===== src/rtl/vis_pkg.sv =====
package vis_pkg;

    // Default geometry of a fetch packet
    localparam int unsigned DEF_SLOTS     = 8;
    localparam int unsigned DEF_WORD_W    = 32;
    // Position of the chaining flag inside each instruction word
    localparam int unsigned DEF_CHAIN_BIT = 0;

endpackage


===== src/rtl/vis_span.sv =====
// Builds the slot mask of one execute packet from the start slot and the
// chaining flags of every slot but the last (the last one always closes).
module vis_span #(
    parameter int unsigned SLOTS = vis_pkg::DEF_SLOTS,
    localparam int unsigned PTR_W = $clog2(SLOTS)
) (
    input  logic [PTR_W-1:0] start,
    input  logic [SLOTS-2:0] chain,
    output logic [SLOTS-1:0] mask
);

    logic [SLOTS-1:0] sel;

    for (genvar i = 0; i < SLOTS; i++) begin : g_slot
        if (i == 0) begin : g_first
            assign sel[i] = (start == '0);
        end else begin : g_rest
            // slot i is in the group if it is the start, or its lower
            // neighbour is in the group and chains forward
            assign sel[i] = (start == PTR_W'(i)) || (sel[i-1] && chain[i-1]);
        end
    end

    assign mask = sel;

endmodule


===== src/rtl/vis_advance.sv =====
// Computes the slot pointer that follows an issued execute packet.
module vis_advance #(
    parameter int unsigned SLOTS = vis_pkg::DEF_SLOTS,
    localparam int unsigned PTR_W = $clog2(SLOTS)
) (
    input  logic [PTR_W-1:0] cur_ptr,
    input  logic [SLOTS-1:0] mask,
    output logic [PTR_W-1:0] next_ptr
);

    logic [PTR_W:0] cnt;
    logic [PTR_W:0] sum;

    always_comb begin
        cnt = '0;
        for (int i = 0; i < SLOTS; i++) begin
            cnt = cnt + (PTR_W+1)'(mask[i]);
        end
        sum = {1'b0, cur_ptr} + cnt;
        // a carry out means the group reached the last slot
        next_ptr = sum[PTR_W] ? '0 : sum[PTR_W-1:0];
    end

endmodule


===== src/rtl/vliw_issue_splitter.sv =====
module vliw_issue_splitter #(
    parameter int unsigned SLOTS     = vis_pkg::DEF_SLOTS,
    parameter int unsigned WORD_W    = vis_pkg::DEF_WORD_W,
    parameter int unsigned CHAIN_BIT = vis_pkg::DEF_CHAIN_BIT,
    localparam int unsigned PKT_W    = SLOTS * WORD_W,
    localparam int unsigned PTR_W    = $clog2(SLOTS)
) (
    input  logic             clk,
    input  logic             rst,
    input  logic             fp_valid,
    input  logic [PKT_W-1:0] fp_data,
    output logic             fp_ready,
    output logic             ep_valid,
    output logic [SLOTS-1:0] ep_mask,
    output logic [PKT_W-1:0] ep_data,
    input  logic             ep_ready
);

    typedef struct packed {
        logic [PTR_W-1:0] ptr;
    } state_t;

    state_t           st_q, st_d;
    logic [SLOTS-2:0] chain;
    logic [PTR_W-1:0] ptr_adv;
    logic             fire;

    // Chaining flags; the last slot's flag is never consulted
    for (genvar s = 0; s < SLOTS - 1; s++) begin : g_chain
        assign chain[s] = fp_data[s*WORD_W + CHAIN_BIT];
    end

    vis_span #(.SLOTS(SLOTS)) u_span (
        .start (st_q.ptr),
        .chain (chain),
        .mask  (ep_mask)
    );

    vis_advance #(.SLOTS(SLOTS)) u_adv (
        .cur_ptr  (st_q.ptr),
        .mask     (ep_mask),
        .next_ptr (ptr_adv)
    );

    always_comb begin
        ep_valid = fp_valid && !rst;
        ep_data  = fp_data;
        fire     = ep_valid && ep_ready;
        fp_ready = fire && ep_mask[SLOTS-1];
        st_d     = st_q;
        if (fire) begin
            st_d.ptr = ptr_adv;
        end
    end

    always_ff @(posedge clk) begin
        if (rst) begin
            st_q <= '0;
        end else begin
            st_q <= st_d;
        end
    end

    // Group membership agrees with the chaining flags of the slots
    for (genvar a = 0; a < SLOTS - 1; a++) begin : g_chk
        assert_join_R3: assert property (@(posedge clk) disable iff (rst)
            (ep_valid && ep_mask[a] && ep_mask[a+1]) |-> chain[a]);
        assert_split_R4: assert property (@(posedge clk) disable iff (rst)
            (ep_valid && ep_mask[a] && !ep_mask[a+1]) |-> !chain[a]);
    end

    // After the last slot issues, the next group starts at slot 0
    assert_restart_R1: assert property (@(posedge clk) disable iff (rst)
        (fire && ep_mask[SLOTS-1]) |=> (!ep_valid || ep_mask[0]));

    // The next group begins right above the previous group's top slot
    assert_contig_R2: assert property (@(posedge clk) disable iff (rst)
        (fire && !ep_mask[SLOTS-1]) |=>
        (!ep_valid || ((ep_mask & (~ep_mask + SLOTS'(1))) ==
            (($past(ep_mask) & ~($past(ep_mask) >> 1)) << 1))));

    // Back-pressure freezes the offered group
    assert_hold_R8: assert property (@(posedge clk) disable iff (rst)
        (ep_valid && !ep_ready) |=>
        (!ep_valid || ($stable(ep_mask) && $stable(ep_data))));

    // Reset sends the pointer back to the first slot
    assert_reset_R10: assert property (@(posedge clk)
        rst |=> (!ep_valid || ep_mask[0]));

endmodule


===== config.mk =====
export PLATFORM = sky130hd
export DESIGN_NAME = vliw_issue_splitter
export DESIGN_NICKNAME = d
export VERILOG_FILES = /design/src/rtl/vis_pkg.sv /design/src/rtl/vis_span.sv /design/src/rtl/vis_advance.sv /design/src/rtl/vliw_issue_splitter.sv
export SDC_FILE = /design/constraint.sdc
export NUM_CORES = 1
export LEC_CHECK = 0
export BUFFER_PORTS_ARGS = -buffer_cell sky130_fd_sc_hd__buf_2
export CAP_MARGIN = 5
export CORE_AREA = 2 2 207 209
export DETAILED_ROUTE_END_ITERATION = 8
export DIE_AREA = 0 0 209 211
export PLACE_DENSITY = 0.32
export SLEW_MARGIN = 5
export SYNTH_ARGS = -nofsm -noshare
export SYNTH_HDL_FRONTEND = slang
export SYNTH_SLANG_ARGS = --single-unit

===== constraint.sdc =====
create_clock -name clk -period 10.2 [get_ports clk]
set_input_delay 1.02 -clock clk [delete_from_list [all_inputs] [get_ports clk]]
set_output_delay 1.02 -clock clk [all_outputs]
set_load 0.01 [all_outputs]

After elaboration in Yosys (flattened, before gate mapping)
Index checks and enable logic that the tools add are counted.
{ "word_totals": {"register_bits": 3, "input_bits": 260, "out_inout_bits": 266, "word_cells": 36} }
{ "classes": {"n_addsub": 8, "n_eq_ne": 7, "mux": 1, "reduce_logical": 19} }
{ "ops": {"columns": ["cell", "count"], "rows": [
  ["$add 4x1->4", 6],
  ["$eq 3x3->1 const B", 4],
  ["$logic_and 1x1->1", 10],
  ["$logic_or 1x1->1", 7],
  ["$eq 3x2->1 const B", 2],
  ["$add 3x4->4", 1],
  ["$eq 3x1->1 const B", 1],
  ["$logic_not 3->1", 1],
  ["$mux 3", 1],
  ["$add 1x1->2", 1],
  ["$logic_not 1->1", 1]
]} }

Depth between registers and ports, before layout
{ "logic_depth": {"word_depth": 18, "ltp_mapped": 13} }

By module
A second synthesis with hierarchy kept.
{ "unflattened": {"hier_cells": 330, "hier_area_um2": 2534.9} }
{ "modules_own_cells": {"columns": ["module", "n_inst", "cells_each", "area_each_um2", "seq_area_each_um2"], "rows": [
  ["vliw_issue_splitter", 1, 270, 2055.7, 60.1],
  ["vis_advance", 1, 33, 302.8, 0.0],
  ["vis_span", 1, 27, 176.4, 0.0]
]} }

Worst setup path before layout
Ideal clock, no wire load.
{ "synth_path": {"kind": "input -> register", "from": "input fp_data[64]", "to": "register st_q[2] (netlist name)", "arrival_ns": 4.190, "setup_slack_ns": 5.923, "stages": 12, "path_buffers": 0, "cell_sequence": "o21a_1 o2111ai_4 a211oi_1 fa_1 fa_1 fa_1 ha_1 inv_1 fa_1 xnor2_1 nand2_1 o31ai_1"} }
{ "synth_between": {"elab_chain_len": 13, "elab_cells_between_ends": 17, "classes_between": "add/sub (6); mux (1); reduce/logical (10)"} }
{ "synth_rtl": {"columns": ["item", "line", "rtl"], "rows": [
  ["from (decl)", "vliw_issue_splitter.sv:11", "input logic [PKT_W-1:0] fp_data,"],
  ["$logic_and 1x1->1", "vis_span.sv:20", "assign sel[i] = (start == PTR_W'(i)) || (sel[i-1] && chain[i-1]);"],
  ["$logic_or 1x1->1", "vis_span.sv:20", null],
  ["$logic_and 1x1->1", "vis_span.sv:20", null],
  ["$logic_or 1x1->1", "vis_span.sv:20", null],
  ["$logic_and 1x1->1", "vis_span.sv:20", null],
  ["$logic_or 1x1->1", "vis_span.sv:20", null],
  ["$logic_and 1x1->1", "vis_span.sv:20", null],
  ["$logic_or 1x1->1", "vis_span.sv:20", null],
  ["$logic_and 1x1->1", "vis_span.sv:20", null],
  ["$logic_or 1x1->1", "vis_span.sv:20", null],
  ["net ep_mask[7]", "vliw_issue_splitter.sv:14", "output logic [SLOTS-1:0] ep_mask,"],
  ["$add 4x1->4", "vis_advance.sv:17", "cnt = cnt + (PTR_W+1)'(mask[i]);"],
  ["$add 3x4->4", "vis_advance.sv:19", "sum = {1'b0, cur_ptr} + cnt;"],
  ["$mux 3", "vis_advance.sv:21", "next_ptr = sum[PTR_W] ? '0 : sum[PTR_W-1:0];"],
  ["to (signal assigned)", "vliw_issue_splitter.sv:60", "st_q <= st_d;"],
  ["to (decl)", "vliw_issue_splitter.sv:23", "state_t st_q, st_d;"]
]} }
The timed path passes the listed nets, and every way through them passes these cells.
A chain may end at the register's enable or synchronous reset.

Worst setup path in the final report
{ "layout_path": {"from": "input fp_data[64]", "to": "register st_q[2] (netlist name)"} }
{ "layout_between": {"elab_chain_len": 13, "elab_cells_between_ends": 17, "classes_between": "add/sub (6); mux (1); reduce/logical (10)"} }
{ "layout_rtl": {"columns": ["item", "line"], "rows": [
  ["$logic_and 1x1->1 *", "vis_span.sv:20"],
  ["$logic_or 1x1->1 *", "vis_span.sv:20"],
  ["parallel branches: the longest is 8 deep, another holds $add 4x1->4", null],
  ["$add 4x1->4 *", "vis_advance.sv:17"],
  ["$add 3x4->4 *", "vis_advance.sv:19"],
  ["$mux 3 *", "vis_advance.sv:21"]
]} }
Every way passes the cells marked *.

==> flow_summary_export.csv <==
group,metric,value,unit
status,status,"finished clean",
routing,firstDrtPassIters,4,
routing,drt-initial-drc-count,42,
floorplanning,row_count,75,
sta,relSlewSlack,0.676,
placed_design,dpl.hpwl,6.79,mm
global_route,grt_max_degree,13,
layout,layout-drive-gt1-share,0.372,
global_route,grtUsageMet2,0.0475,
sta,fmax,237,MHz
synthesis,async_flop_share,0,
sta,setup_tns,0,ns
synthesis,synth.ff_latch_count,3,
power,ir_worst_vdd,37.7,µV
min_path,hold_class,"flip-flop to flip-flop",
routing,drc_errors,0,
global_route,use_met3,0.0296,
routing,wl,7.95,mm
critical_path,cp_max_fo,4,
global_route,met1_usage,0.0193,
synthesis,yosysWarnings,0,
sta,hold_viol_final,0,
sta,rsz0062_at_grt,"no",
power,power.total,0.226,mW
layout,fillers,4925,
routing,drtAntennaViolNets,0,
sta,fin_crit_sh,0.414,
critical_path,cp-end-kind,"flip-flop",
global_route,grt_pass1_wl,9.91,mm
power,power_density,153,nW/µm²
floorplanning,fp.coreArea,41800,µm²
power,power_leakage,0.405,nW
synthesis,synth_cells,321,
critical_path,rrSetupSlack,6.23,ns
floorplanning,initial_utilization,0.0609,
clock_network,cts_buffers,3,
floorplanning,die_w,209,µm
floorplanning,die_h,211,µm
synthesis,synth_area,2540,µm²
critical_path,start_kind,"primary input",
sta,fin_skew,0.000688,ns
placed_design,place.gp.congestion,0.641,
critical_path,cp-endpoint,"st_q[2]$_SDFFE_PP0P_",
layout,fin_nets,367,
clock_network,clk_pin_slew_worst_paths,0.03,ns
clock_network,clkLatencyLatePin,0.22,ns
min_path,min_path_cells,2,
clock_network,ctsResizeCount,0,
clock_network,post-cts-setup-buffers,0,
layout,largest_reg_flops,3,
critical_path,regToRegStartpoint,"st_q[1]$_SDFFE_PP0P_",
critical_path,crit_type,"primary input to flip-flop",
run,cap_violations,0,
routing,wl_per_cell,12.6,µm
global_route,busiest_layer,"met4",
sta,worst_slew_pin_slew,0.486,ns
critical_path,cp.arrival,4.35,ns
routing,num_vias,1034,
sta,post-route-min-period,4.23,ns
critical_path,r2r_cells,12,
synthesis,synthTopCellsByArea,"buf_4 (76%), fa_1 (3.9%), ha_1 (3.4%), dfxtp_1 (2.4%), a2111oi_4 (1.1%)",
clock_network,cts_buffer_depth,2,
global_route,overflow,0,
layout,largest-register,"st_q",
clock_network,clock-sinks,3,
routing,via_per_inst,1.63,
clock_network,tritoncts,"done",
global_route,grt_usage,0.0335,
critical_path,crit_required,10.33,ns
synthesis,yosysSeqAreaShare,0.0236,
synthesis,synth.most_common_cell,"buf_4",
clock_network,hold_buffers,0,
critical_path,r2r-end,"st_q[2]$_SDFFE_PP0P_",
layout,syn2layout_area_growth,-41.7,%
global_route,grt_pass1_vias,1205,
synthesis,synth_edf_count,0,
global_route,antenna_found_initial,1,
layout,reg.largest.list,"st_q x3",
floorplanning,pin_count,526,
sta,setup-violations-final,0,
synthesis,synth_largest_area_cell,"buf_4",
floorplanning,dieArea,44100,µm²
placed_design,port_buffers,27,
synthesis,ys_top_cells_by_count,"buf_4 (256), ha_1 (7), inv_1 (7)",
synthesis,yosys_most_used_dff,"dfxtp_1",
sta,slew_viol_final,0,
clock_network,root_buffer,"clkbuf_16",
synthesis,synth_top_cell_area_share,0.756,
synthesis,syn-num-nets,593,
critical_path,setup.worst_path.start,"fp_data[64]",
clock_network,h-tree-depth,1,
synthesis,avgSynthCellArea,7.92,µm²
layout,diodes,0,
synthesis,synth_cell_types,33,
[layer usage]
metal  vias up  part of all wire  wire length [µm]
li1        297                 -                 -
met1       379              0.21              1680
met2       250              0.42              3300
met3       108              0.22              1750
met4         0              0.15              1220
met5         -                 0                 0
[placed cells by master (no fill, tap or decap)]
cell / synthesis / layout
fa_1: 5 / 5
o211ai_1: 1 / 1
nor2b_1: 2 / 2
a21o_4: 1 / 1
a2111oi_4: 1 / 1
inv_1: 7 / 7
clkbuf_1: 0 / 1
o21ai_1: 2 / 2
o211a_1: 2 / 2
o21a_1: 2 / 2
clkbuf_16: 0 / 3
nand2_1: 3 / 3
o31ai_1: 3 / 3
a21o_1: 1 / 1
a211oi_1: 1 / 1
xnor2_1: 1 / 1
o2bb2ai_1: 1 / 1
or3_1: 1 / 1
a21boi_1: 1 / 1
nor3_1: 2 / 2
a21oi_1: 2 / 2
and3b_1: 2 / 2
inv_4: 1 / 1
ha_1: 7 / 7
buf_2: 0 / 27
o2111ai_4: 1 / 1
a22oi_1: 1 / 1
and2_4: 1 / 1
nand3b_1: 3 / 3
dfxtp_1: 3 / 3
nand2b_1: 2 / 2
nor2_1: 2 / 2
nand3_1: 1 / 1
[critical path, cell delays in order]
cell and delay [ns]:
buf_2 0.11, o21a_1 0.18, o2111ai_4 0.17, a211oi_1 0.40, fa_1 0.50, fa_1 0.46
fa_1 0.50, ha_1 0.16, inv_1 0.06, fa_1 0.37, xnor2_1 0.14, nand2_1 0.07
o31ai_1 0.21
[through the flow]
step                      hold WS [ns]  setup slack [ns]  cell area, µm²  std cells    util
after global placement           0.681              5.80            1410        629  0.0336
after CTS                        0.691              5.94            1480        633  0.0355
after global routing             0.737              5.67            1480        633  0.0355
final                            0.690              5.97            1480        633  0.0355
after detailed placement         0.689              5.72            1410        629  0.0336
after floorplan                  0.615              5.92            2540        321       -
[layout make-up]
| class | count | area (µm²) | area share |
|---|---|---|---|
| timing repair buffer | 27 | 135 | 0.0911 |
| multi-input combinational | 52 | 503 | 0.339 |
| tap | 539 | 674 | 0.454 |
| clock buffer | 4 | 78.8 | 0.0531 |
| sequential | 3 | 60.1 | 0.0405 |
| inverter | 8 | 32.5 | 0.0219 |
[power by group]
group	internal, mW	switching [mW]	leakage, nW
Sequential	0.0151	0.0107	0.0245
Clock	0.0516	0.0105	0.0382
Combinational	0.0630	0.0756	0.342
[worst min path at each step]
stage | startpoint | endpoint | slack, ns
final | st_q[1]$_SDFFE_PP0P_ | st_q[1]$_SDFFE_PP0P_ | 0.69
after global routing | st_q[1]$_SDFFE_PP0P_ | st_q[1]$_SDFFE_PP0P_ | 0.74
after CTS | st_q[1]$_SDFFE_PP0P_ | st_q[1]$_SDFFE_PP0P_ | 0.69
after detailed placement | st_q[1]$_SDFFE_PP0P_ | st_q[1]$_SDFFE_PP0P_ | 0.69
after global placement | st_q[1]$_SDFFE_PP0P_ | st_q[1]$_SDFFE_PP0P_ | 0.68
after floorplan | st_q[1]$_SDFFE_PP0P_ | st_q[1]$_SDFFE_PP0P_ | 0.62
[cells by family (layout without fill, tap and decap cells)]
family                   Yosys count  after routing  synth area share
flip-flops                         3              3            0.0236
buffers and inverters            266             39             0.779
XOR/XNOR                           1              1           0.00344
AO/OA/AOI/OAI                     20             20            0.0758
adder cells (fa/ha/maj)           12             12            0.0738
AND/OR/NAND/NOR                   19             19            0.0448
Power figures use the tool's default switching activity.
